$ cat src/rtl/clk_lane_seq_pkg.sv
package clk_lane_seq_pkg;

  typedef enum logic [1:0] {
    LANE_LP11  = 2'b00,
    LANE_LP00  = 2'b01,
    LANE_HS0   = 2'b10,
    LANE_HSCLK = 2'b11
  } lane_e;

  typedef enum logic [2:0] {
    PH_IDLE,
    PH_PREP,
    PH_ZERO,
    PH_PRE,
    PH_RUN,
    PH_POST,
    PH_TRAIL,
    PH_EXIT
  } phase_e;

  // strobes from control to the interval timer
  typedef struct packed {
    logic   load;
    phase_e sel;
  } tmr_cmd_t;

endpackage

$ cat src/rtl/clk_lane_seq_timer.sv
module clk_lane_seq_timer
  import clk_lane_seq_pkg::*;
#(
  parameter int CNT_W = 8
) (
  input  logic             clk,
  input  logic             rstN,
  input  tmr_cmd_t         cmd,
  input  logic [CNT_W-1:0] prepCycles,
  input  logic [CNT_W-1:0] zeroCycles,
  input  logic [CNT_W-1:0] preCycles,
  input  logic [CNT_W-1:0] postCycles,
  input  logic [CNT_W-1:0] trailCycles,
  input  logic [CNT_W-1:0] lpxCycles,
  output logic             expired
);

  logic [CNT_W-1:0] pick;
  logic [CNT_W-1:0] cnt;

  always_comb begin
    unique case (cmd.sel)
      PH_PREP:  pick = prepCycles;
      PH_ZERO:  pick = zeroCycles;
      PH_PRE:   pick = preCycles;
      PH_POST:  pick = postCycles;
      PH_TRAIL: pick = trailCycles;
      PH_EXIT:  pick = lpxCycles;
      default:  pick = '0;
    endcase
  end

  // phase of length N: counter starts at N-1, phase ends in the cycle it reads 0
  always_ff @(posedge clk) begin
    if (!rstN) begin
      cnt <= '0;
    end else if (cmd.load) begin
      cnt <= (pick == '0) ? '0 : pick - CNT_W'(1);
    end else if (cnt != '0) begin
      cnt <= cnt - CNT_W'(1);
    end
  end

  assign expired = (cnt == '0);

  // without a reload the counter only ever steps down by one
  assert_count_steps_R10: assert property (@(posedge clk) disable iff (!rstN)
    (!cmd.load && cnt != '0) |=> (cnt == $past(cnt) - CNT_W'(1)));

  // a zero count reloads as a single-cycle interval
  assert_zero_is_one_R10: assert property (@(posedge clk) disable iff (!rstN)
    (cmd.load && pick == '0) |=> expired);

endmodule

$ cat src/rtl/clk_lane_seq_ctrl.sv
module clk_lane_seq_ctrl
  import clk_lane_seq_pkg::*;
(
  input  logic     clk,
  input  logic     rstN,
  input  logic     startReq,
  input  logic     dataDone,
  input  logic     expired,
  output tmr_cmd_t cmd,
  output lane_e    laneState,
  output logic     clkReady,
  output logic     burstDone
);

  phase_e phase;
  phase_e nextPhase;

  always_comb begin
    nextPhase = phase;
    unique case (phase)
      PH_IDLE:  if (startReq) nextPhase = PH_PREP;
      PH_PREP:  if (expired)  nextPhase = PH_ZERO;
      PH_ZERO:  if (expired)  nextPhase = PH_PRE;
      PH_PRE:   if (expired)  nextPhase = PH_RUN;
      PH_RUN:   if (dataDone) nextPhase = PH_POST;
      PH_POST:  if (expired)  nextPhase = PH_TRAIL;
      PH_TRAIL: if (expired)  nextPhase = PH_EXIT;
      PH_EXIT:  if (expired)  nextPhase = PH_IDLE;
      default:  nextPhase = PH_IDLE;
    endcase
  end

  assign cmd.load = (nextPhase != phase);
  assign cmd.sel  = nextPhase;

  always_ff @(posedge clk) begin
    if (!rstN) begin
      phase     <= PH_IDLE;
      clkReady  <= 1'b0;
      burstDone <= 1'b0;
    end else begin
      phase     <= nextPhase;
      clkReady  <= (phase == PH_PRE)   && (nextPhase == PH_RUN);
      burstDone <= (phase == PH_TRAIL) && (nextPhase == PH_EXIT);
    end
  end

  always_comb begin
    unique case (phase)
      PH_PREP:                   laneState = LANE_LP00;
      PH_ZERO, PH_TRAIL:         laneState = LANE_HS0;
      PH_PRE, PH_RUN, PH_POST:   laneState = LANE_HSCLK;
      default:                   laneState = LANE_LP11;
    endcase
  end

  assert_start_leaves_idle_R2: assert property (@(posedge clk) disable iff (!rstN)
    (phase == PH_IDLE && startReq) |=> (laneState == LANE_LP00));

  assert_prep_holds_R3: assert property (@(posedge clk) disable iff (!rstN)
    (phase == PH_PREP && !expired) |=> (laneState == LANE_LP00));

  assert_ready_single_R5: assert property (@(posedge clk) disable iff (!rstN)
    clkReady |=> !clkReady);

  assert_run_waits_data_R6: assert property (@(posedge clk) disable iff (!rstN)
    (phase == PH_RUN && !dataDone) |=> (phase == PH_RUN));

  assert_done_single_R8: assert property (@(posedge clk) disable iff (!rstN)
    burstDone |=> !burstDone);

  assert_done_after_trail_R8: assert property (@(posedge clk) disable iff (!rstN)
    $rose(burstDone) |-> ($past(laneState) == LANE_HS0 && laneState == LANE_LP11));

  assert_exit_ignores_start_R9: assert property (@(posedge clk) disable iff (!rstN)
    (phase == PH_EXIT && !expired) |=> (laneState == LANE_LP11));

  assert_busy_ignores_start_R11: assert property (@(posedge clk) disable iff (!rstN)
    (phase != PH_IDLE && phase != PH_EXIT && $past(phase) == PH_IDLE) |-> (laneState == LANE_LP00));

endmodule

$ cat src/rtl/clk_lane_seq.sv
module clk_lane_seq
  import clk_lane_seq_pkg::*;
#(
  parameter int CNT_W = 8
) (
  input  logic             clk,
  input  logic             rstN,
  input  logic             startReq,
  input  logic             dataDone,
  input  logic [CNT_W-1:0] prepCycles,
  input  logic [CNT_W-1:0] zeroCycles,
  input  logic [CNT_W-1:0] preCycles,
  input  logic [CNT_W-1:0] postCycles,
  input  logic [CNT_W-1:0] trailCycles,
  input  logic [CNT_W-1:0] lpxCycles,
  output logic [1:0]       laneState,
  output logic             clkReady,
  output logic             burstDone
);

  tmr_cmd_t tmrCmd;
  logic     tmrExpired;
  lane_e    laneCode;

  clk_lane_seq_ctrl u_ctrl (
    .clk       (clk),
    .rstN      (rstN),
    .startReq  (startReq),
    .dataDone  (dataDone),
    .expired   (tmrExpired),
    .cmd       (tmrCmd),
    .laneState (laneCode),
    .clkReady  (clkReady),
    .burstDone (burstDone)
  );

  clk_lane_seq_timer #(.CNT_W(CNT_W)) u_timer (
    .clk         (clk),
    .rstN        (rstN),
    .cmd         (tmrCmd),
    .prepCycles  (prepCycles),
    .zeroCycles  (zeroCycles),
    .preCycles   (preCycles),
    .postCycles  (postCycles),
    .trailCycles (trailCycles),
    .lpxCycles   (lpxCycles),
    .expired     (tmrExpired)
  );

  assign laneState = laneCode;

endmodule

$ cat config.mk
export PLATFORM = sky130hd
export DESIGN_NAME = clk_lane_seq
export DESIGN_NICKNAME = d
export VERILOG_FILES = /design/src/rtl/clk_lane_seq_pkg.sv /design/src/rtl/clk_lane_seq_timer.sv /design/src/rtl/clk_lane_seq_ctrl.sv /design/src/rtl/clk_lane_seq.sv
export SDC_FILE = /design/constraint.sdc
export NUM_CORES = 1
export LEC_CHECK = 0
export ABC_AREA = 1
export CELL_PAD_IN_SITES_DETAIL_PLACEMENT = 0
export CELL_PAD_IN_SITES_GLOBAL_PLACEMENT = 1
export CORE_UTILIZATION = 33
export DETAILED_ROUTE_END_ITERATION = 7
export PLACE_DENSITY_LB_ADDON = 0.1
export SLEW_MARGIN = 25
export SYNTH_ARGS = -nofsm -noshare
export SYNTH_HDL_FRONTEND = slang
export SYNTH_SLANG_ARGS = --single-unit
export TNS_END_PERCENT = 100
$ cat constraint.sdc
create_clock -name clk -period 5.4 [get_ports clk]
set_clock_uncertainty 0.2 [all_clocks]
set_input_delay 1.35 -clock clk [delete_from_list [all_inputs] [get_ports clk]]
set_output_delay 1.35 -clock clk [all_outputs]
set_load 0.005 [all_outputs]
Word-level counts from Yosys, hierarchy flattened
Cells that the tools add are included.

Bits in registers: 13. Logic and storage cells: 44. Bits of input ports: 52.

Equal/unequal tests: 15. Reductions and logical operators: 9. Mux-type cells: 14. $add $sub $neg: 2.

Operator list (number): 8-bit one-hot mux with 6 select lines (1); 3-bit equality test, second input constant (8); 3-bit two-way mux (8); 8-bit two-way mux (3); 3-bit one-hot mux with 8 select lines (1); 8-bit zero test (2); 8-bit by 1-bit subtractor with 8-bit output, second input constant (2); 3-bit by 2-bit equality test with 1-bit output, second input constant (4); 8-bit nonzero test (1); 3-bit by 1-bit equality test with 1-bit output, second input constant (2); 2-bit one-hot mux with 3 select lines (1); 3-bit zero test (1); 3-bit inequality test (1); 3-bit OR reduction (1); 1-bit logical AND (2); 2-bit nonzero test (1); 2-bit OR reduction (1).

Depth between registers and ports, before layout
Gate-level depths: netlist of the first run.

Depth after elaboration: 8. Depth in mapped cells: 20. Depth with buffers taken out: 20.

Hierarchy
From an unflattened synthesis of the first run, not the netlist that was laid out.

Cells, all modules: 294. Area total of the unflattened synthesis: 1600.3 um^2.

Modules (own cells, without submodules): clk_lane_seq_timer (times used 1, area an instance 1308.8 um^2, cells an instance 246); clk_lane_seq_ctrl (times used 1, area an instance 291.5 um^2, cells an instance 48).

Least setup slack after synthesis of the first run
OpenSTA, ideal clock, no wires.

Kind: input to register. Start: in dataDone. End: reg u_timer.cnt[6]. Setup slack: 2256 ps. Stages on the path: 13. Required time: 5133 ps. Setup time: 67 ps. Arrival time: 2878 ps. Cells stage by stage: o211ai_1 nand3_2 nand2_1 buf_4 nand4_1 nand3b_1 nor2_2 ha_1 nand3_1 nor2_1 a21oi_2 nand3_1 a21oi_2.

Cells in the longest elaborated chain, start to end: 7. Elaborated cells between the ends (all ways): 15. Those cells by class: add/sub: 1; eq/ne: 7; mux: 5; reduce/logical: 2.

RTL lines: start, declared (line clk_lane_seq.sv:9) `input logic dataDone,`; 3-bit two-way mux * (line clk_lane_seq_ctrl.sv:25) `PH_RUN: if (dataDone) nextPhase = PH_POST;`; 3-bit one-hot mux with 8 select lines * (line clk_lane_seq_ctrl.sv:20) `unique case (phase)`; 3-bit equality test, or another cell as far along (line clk_lane_seq_timer.sv:22) `unique case (cmd.sel)`; 8-bit one-hot mux with 6 select lines (line clk_lane_seq_timer.sv:22); 8-bit by 1-bit subtractor with 8-bit output / 8-bit zero test (equally long branches) (line clk_lane_seq_timer.sv:38) `cnt <= (pick == '0) ? '0 : pick - CNT_W'(1);`; 8-bit two-way mux (line clk_lane_seq_timer.sv:38); 8-bit two-way mux (line clk_lane_seq_timer.sv:37) `end else if (cmd.load) begin`; end signal, assigned (line clk_lane_seq_timer.sv:38); end signal, assigned (line clk_lane_seq_timer.sv:40) `cnt <= cnt - CNT_W'(1);`; end, declared (line clk_lane_seq_timer.sv:19) `logic [CNT_W-1:0] cnt;`.

Every way passes the cells marked *; elsewhere a longest branch is shown, timed or not. A chain may end at the register's enable or synchronous reset.

Worst setup path after layout of the first run
Start: in dataDone. End: reg u_timer.cnt[5].

Same word-level chain as after synthesis.

==> results of run 1 <==
-- cells in the final DEF (no fill, tap or decap), types with 5 or more instances in the layout --
cell / instances
nand2_1: 77
clkdlybuf4s50_1: 55
nor2_1: 30
inv_1: 27
nand3_1: 14
nand4_1: 14
dfxtp_1: 13
nand2_2: 11
o21ai_0: 9
nor2_2: 7
a21oi_1: 7
nand3_2: 5
nor2_4: 5
-- state kept, by name (all words and copies together), names as in the netlist --
signal            flops
u_ctrl.burstDone      1
u_ctrl.clkReady       1
u_ctrl.phase          3
u_timer.cnt           8
-- how the worst max path moves through the flow --
stage	startpoint	to	slack (ns)	depth (start not counted)
global route	dataDone	u_timer.cnt[5]$_SDFFE_PN0P_	1.23	13
global placement	dataDone	u_timer.cnt[6]$_SDFFE_PN0P_	1.35	13
CTS	dataDone	u_timer.cnt[5]$_SDFFE_PN0P_	1.48	13
detailed placement	dataDone	u_timer.cnt[5]$_SDFFE_PN0P_	1.22	13
finish	dataDone	u_timer.cnt[5]$_SDFFE_PN0P_	1.49	13
floorplan	dataDone	u_timer.cnt[6]$_SDFFE_PN0P_	2.26	13
-- area by class of cell --
type | count | area, sq um | share of cell area
clock buffer | 4 | 45.0 | 0.0205
inverter | 29 | 114 | 0.0518
multi-input combinational | 210 | 1160 | 0.529
sequential | 13 | 260 | 0.118
tap | 52 | 65.1 | 0.0296
timing repair buffer | 55 | 551 | 0.250
-- layer usage --
layer	up-vias	wire, microns	global-route usage
met4	0	47	0.0467
met5	-	0	0
met3	5	130	0.0197
met1	765	2160	0.242
met2	40	2150	0.328
li1	940	-	-
-- power groups by stage --
stage	Combinational [mW]	Clock, mW	Sequential, mW
floorplan	0.893	0	0.147
global placement	1.09	0	0.155
detailed placement	1.09	0	0.154
CTS	1.09	0.0859	0.152
global route	1.24	0.0912	0.156
finish	1.09	0.0847	0.153
-- per-stage QoR --
step	util	hold slack [ns]
after CTS	0.488	0.366
after global routing	0.488	0.423
after detailed placement	0.478	0.354
final	0.488	0.361
after floorplan	-	0.303
after global placement	0.478	0.336
-- logic make-up after synthesis --
group,after synthesis,synth area share
and+or+nand+nor,175,0.571
buffers and inverters,35,0.104
AOI/OAI and AO/OA,25,0.0992
DFF,13,0.164
xor gates and xnor gates,7,0.0386
adders and majority gates,3,0.0236
-- worst max-delay path: cells and delay by family --
kind / cells / cell delay [ns]
AOI/OAI and AO/OA: 3 / 0.63
and+or+nand+nor: 8 / 1.27
buffers and inverters: 1 / 0.42
adders and majority gates: 1 / 0.19
==> metrics.md, run 1 <==
| Metric | Value |
|---|---|
| R2r endpoint | `u_timer.cnt[5]$_SDFFE_PN0P_` |
| PortBufs | `between 50 and 60` |
| CP startpoint kind | `input pin` |
| Core area | `0.00450 sq mm` |
| Final setup TNS | `0 ns` |
| Setup-failing EPs final | `0` |
| Die W | `around 71 microns` |
| Starting density of the core | `0.353` |
| Clock sinks | `13` |
| Tcrit/Tclk final | `0.724` |
| Ys Warns | `0` |
| Async S/R FF share, synth | `0` |
| Clock buffer count from CTS | `3` |
| Lkg Pwr | `1.02 nW` |
| # nets final | `367` |
| Post-Syn Instances | `258` |
| HP Start | `u_timer.cnt[0]$_SDFFE_PN0P_` |
| Worst r2r src | `u_ctrl.phase[2]$_SDFF_PN0_` |
| Largest net degree at the start of global routing | `21` |
| Max IR drop VDD | `0.259 mV` |
| Crit-path most repeated cell | `nand3_1` |
| Non-Filler Instances | `363` |
| CTS Hold Bufs | `0` |
| Antenna viol nets, final | `0` |
| Number of synthesized flops with an enable pin | `0` |
| Worst slew pin tran | `0.657 ns` |
| Post-route design area | `0.00220 sq mm` |
| Synth cell types | `35` |
| Detailed Place HPWL | `around 3.8 mm` |
| Syn Area/Cell | `between 6 and 7 sq um` |
| Max Slew Vio Count | `0` |
| Setup crit end kind | `flip-flop` |
| Power, Total | `1.33 mW` |
| Period minus WS final | `a little under 4 ns` |
| Hold EP | `u_timer.cnt[0]$_SDFFE_PN0P_` |
| DRC viols | `1` |
| # Post-CTS Setup Buffers | `0` |
| Drt initial violations | `66` |
| First-pass GRT wire length | `7.44 mm` |
| Clock power frac | `0.064` |
| TritonRoute pass-1 iters | `6` |
| Net Sw Frac | `0.569` |
| Initial antenna violation count | `0` |
| Crit path required time | `5.37 ns` |
| GRT Util Overall | `0.186` |
| Worst setup margin | `roughly 1.5 ns` |
| Post-synth top flop | `dfxtp_1` |
| Cell with the most instances after synthesis | `nand2_1` |
| Internal | `0.573 mW` |
| Crit Path Class | `in -> reg` |
| Top post-synthesis cells by count | `nand2_1 (77), nor2_1 (30), inv_1 (27), nand3_1 (14), nand4_1 (14)` |
| CTS Buffer Depth | `2` |
| Routed length per instance | `12.4 microns` |
| Slowest cell delay on critical path | `about 0.52 ns` |
| TritonCTS clock tree | `built` |
| Pre-CTS setup slack | `1.22 ns` |
| RSZ-0062 raised after global routing | `false` |
| Die area | `0.00510 sq mm` |
| Worst-Skew Late Latency | `0.24 ns` |
| Hold depth | `2` |
| Crit-path max FO | `20` |
| Worst EP arrival | `3.88 ns` |
| Vias | `1750` |
| Reg2reg path depth | `13` |
| Vias per cell | `4.82` |
| R2R Setup Slk | `1.79 ns` |
| Post-Syn Nets | `313` |
| ANT cells | `0` |
| CP Cell Sequence | `clkdlybuf4s50_1, o211ai_1, nand3_2, nand2_1, nand4_1, nand3b_1, nor2_2, ha_1, nand3_1, nor2_1, a21oi_2, nand3_1, a21oi_1` |
| Comb power frac | `0.821` |
| Top cell type by total area after synthesis | `nand2_1` |
| Inst Count DP | `about 360` |
| Synth-to-layout area growth | `38.3%` |
| Status | `complete, but fails checks` |
| Clock slew at reported path FFs | `0.05 ns` |
| Post_cts resized | `0` |
| Synth top area share | `0.182` |
| Placed cell areas | `around 0.0022 sq mm` |
| GRT overflow | `0` |
| Failing checks | `DRC` |
| Power per cell area | `605 mW/mm^2` |
| DIE HEIGHT | `between 70 and 80 microns` |
| Class of the worst hold path | `reg -> reg` |
| Seq cells post-synth | `13` |
| Share of layout cells above drive strength 1 | `0.132` |
| Max Cap Viol | `0` |
| Sequential area share after synthesis | `0.164` |
| Fillers | `464` |
| Critical path's slowest cell | `nand2_1` |
| Final hold vios | `0` |
| Htree depth | `1` |
| Register share of total power | `0.115` |
| Net Sw Power | `about 0.76 mW` |
| Routed WL | `approximately 4.5 mm` |
| Clock tree root driver cell | `clkbuf_8` |
| Core Rows | `24` |
| Max Freq | `256 MHz` |
| Vias in the first global route | `1588` |
| Mapped Area | `0.00159 sq mm` |
| Routability Congestion | `0.843` |
| Synth area leaders | `nand2_1 (18%), dfxtp_1 (16%), nor2_1 (7.1%)` |
| Relative slew slack | `0.561` |
| Top Ports | `56` |
No activity file was read; power rests on OpenSTA's default activity.
==> run 2, diff against run 1 <==
- CORE_UTILIZATION: 33 -> 30
- clock period: 5.4 -> 3.87 ns (I/O delays scaled with it)
==> metrics.md, run 2 (synthesized netlist as in run 1, its figures left out) <==
| Metric | Value |
|---|---|
| Drt initial violations | `95 (was 66)` |
| CP startpoint kind | `input pin (unchanged)` |
| Final setup TNS | `0 ns (unchanged)` |
| TritonRoute pass-1 iters | `4 (was 6)` |
| Worst-Skew Late Latency | `0.25 ns (was 0.24 ns)` |
| Max Cap Viol | `0 (unchanged)` |
| Clock slew at reported path FFs | `0.06 ns (was 0.05 ns)` |
| Top Ports | `56 (unchanged)` |
| Max Freq | `299 MHz` |
| Detailed Place HPWL | `4.00 mm (was 3.76 mm)` |
| GRT overflow | `0 (unchanged)` |
| Routed WL | `4.58 mm (was 4.49 mm)` |
| Period minus WS final | `3.34 ns` |
| Multi-input gate area | `0.00116 sq mm (unchanged)` |
| Routability Congestion | `0.804 (was 0.843)` |
| Max reg flops | `8 (unchanged)` |
| Most common cell after layout, fill and taps aside | `nand2_1 (unchanged)` |
| Synth-to-layout area growth | `41.7% (was 38.3%)` |
| Worst slew pin tran | `0.459 ns (was 0.657 ns)` |
| GRT Util Overall | `0.184 (was 0.186)` |
| Crit-path max FO | `13 (was 20)` |
| Initial antenna violation count | `0 (unchanged)` |
| ANT cells | `0 (unchanged)` |
| First-pass GRT wire length | `7.78 mm (was 7.44 mm)` |
| Tcrit/Tclk final | `0.864` |
| Most flops, register | `u_timer.cnt (unchanged)` |
| Starting density of the core | `0.311 (was 0.353)` |
| TritonCTS clock tree | `built (unchanged)` |
| CTS Buffer Depth | `2 (unchanged)` |
| Commonest cells after routing, fill and taps aside | `nand2_1 (77), clkdlybuf4s50_1 (55), nor2_1 (30) (unchanged)` |
| Worst EP arrival | `3.32 ns (was 3.88 ns)` |
| Crit path required time | `3.85 ns (was 5.37 ns)` |
| Share of layout cells above drive strength 1 | `0.143 (was 0.132)` |
| Placed cell areas | `0.00221 sq mm (was 0.00215 sq mm)` |
| # nets final | `371 (was 367)` |
| Vias in the first global route | `1648 (was 1588)` |
| Power per cell area | `838 mW/mm^2 (was 605 mW/mm^2)` |
| Vias per cell | `4.62 (was 4.82)` |
| # Post-CTS Setup Buffers | `0 (unchanged)` |
| CTS Hold Bufs | `0 (unchanged)` |
| Core area | `0.00511 sq mm (was 0.00450 sq mm)` |
| Routed length per instance | `11.9 microns (was 12.4 microns)` |
| Status | `finished clean (was complete, but fails checks)` |
| Final hold vios | `0 (unchanged)` |
| DIE HEIGHT | `74.8 microns (was 71.4 microns)` |
| Power, Total | `1.89 mW (was 1.33 mW)` |
| Class of the worst hold path | `reg -> reg (unchanged)` |
| Top flop regs | `u_timer.cnt x8, u_ctrl.phase x3 (unchanged)` |
| Reg2reg path depth | `17 (was 13)` |
| Post_cts resized | `0 (unchanged)` |
| Clock buffer count from CTS | `3 (unchanged)` |
| Relative slew slack | `0.694 (was 0.561)` |
| Post-route design area | `0.00225 sq mm (was 0.00220 sq mm)` |
| Htree depth | `1 (unchanged)` |
| Clock tree root driver cell | `clkbuf_8 (unchanged)` |
| Lkg Pwr | `1.04 nW (was 1.02 nW)` |
| Core Rows | `26 (was 24)` |
| Max IR drop VDD | `0.275 mV (was 0.259 mV)` |
| Fillers | `565 (was 464)` |
| DRC viols | `0 (was 1)` |
| Hold depth | `2 (unchanged)` |
| FF+latch area | `260 sq um (unchanged)` |
| Largest net degree at the start of global routing | `17 (was 21)` |
| Crit Path Class | `in -> reg (unchanged)` |
| Setup crit end kind | `flip-flop (unchanged)` |
| Die area | `0.00559 sq mm (was 0.00510 sq mm)` |
| Setup-failing EPs final | `0 (unchanged)` |
| Vias | `1779 (was 1750)` |
| Post-layout util | `0.441 (was 0.488)` |
| Max Slew Vio Count | `0 (unchanged)` |
| Clock sinks | `13 (unchanged)` |
| RSZ-0062 raised after global routing | `false (unchanged)` |
| Die W | `74.8 microns (was 71.4 microns)` |
| Antenna viol nets, final | `0 (unchanged)` |
| R2R Setup Slk | `0.83 ns (was 1.79 ns)` |
| PortBufs | `55 (unchanged)` |
run 2: cell types whose count changed in the layout (fill, tap and decap cells not counted), sizes merged:
cell  change
buf       +4
run 2: critical path, stage by stage:
cell             delay [ns]
clkdlybuf4s50_1        0.42
o211ai_1               0.24
nand3_2                0.13
nand2_1                0.37
nand4_1                0.14
nand3b_1               0.14
nor2_2                 0.07
ha_1                   0.19
nand3_1                0.07
nor2_1                 0.06
a21oi_2                0.25
nand3_1                0.13
a21oi_1                0.14
run 2: per-stage QoR:
stage | worst slack (ns) | hold slack [ns] | std cells
6_report | 0.527 | 0.361 | 385
3_3_place_gp | 0.314 | 0.343 | 381
2_1_floorplan | 1.11 | 0.303 | 258
5_1_grt | 0.251 | 0.385 | 385
4_1_cts | 0.531 | 0.358 | 385
3_5_place_dp | 0.272 | 0.345 | 381
run 2: where the power goes:
| group | internal [mW] | leakage [nW] | switching [mW] | total (mW) |
|---|---|---|---|---|
| sequential | 0.179 | 0.107 | 0.0298 | 0.208 |
| combinational | 0.572 | 0.908 | 0.980 | 1.55 |
| clock | 0.0730 | 0.0228 | 0.0543 | 0.127 |
run 2: final timing paths:
path,start,to
hold / removal,u_timer.cnt[0]$_SDFFE_PN0P_,u_timer.cnt[0]$_SDFFE_PN0P_
hold reg to reg,u_timer.cnt[0]$_SDFFE_PN0P_,u_timer.cnt[0]$_SDFFE_PN0P_
setup / recovery,dataDone,u_timer.cnt[5]$_SDFFE_PN0P_
setup reg to reg,u_timer.cnt[0]$_SDFFE_PN0P_,u_timer.cnt[1]$_SDFFE_PN0P_
run 2: cell type report:
cell class / instances / share of cell area
Tap cell: 70 / 0.0389
Sequential cell: 13 / 0.116
Multi-Input combinational cell: 210 / 0.517
Clock buffer: 4 / 0.0200
Timing Repair Buffer: 59 / 0.258
Inverter: 29 / 0.0506
run 2: per-layer routing:
metal,track usage,share of wire,up-vias
met1,0.237,0.45,750
met2,0.312,0.48,65
li1,-,-,955
met4,0.0629,0.024,0
met5,0,0,-
met3,0.0295,0.045,9
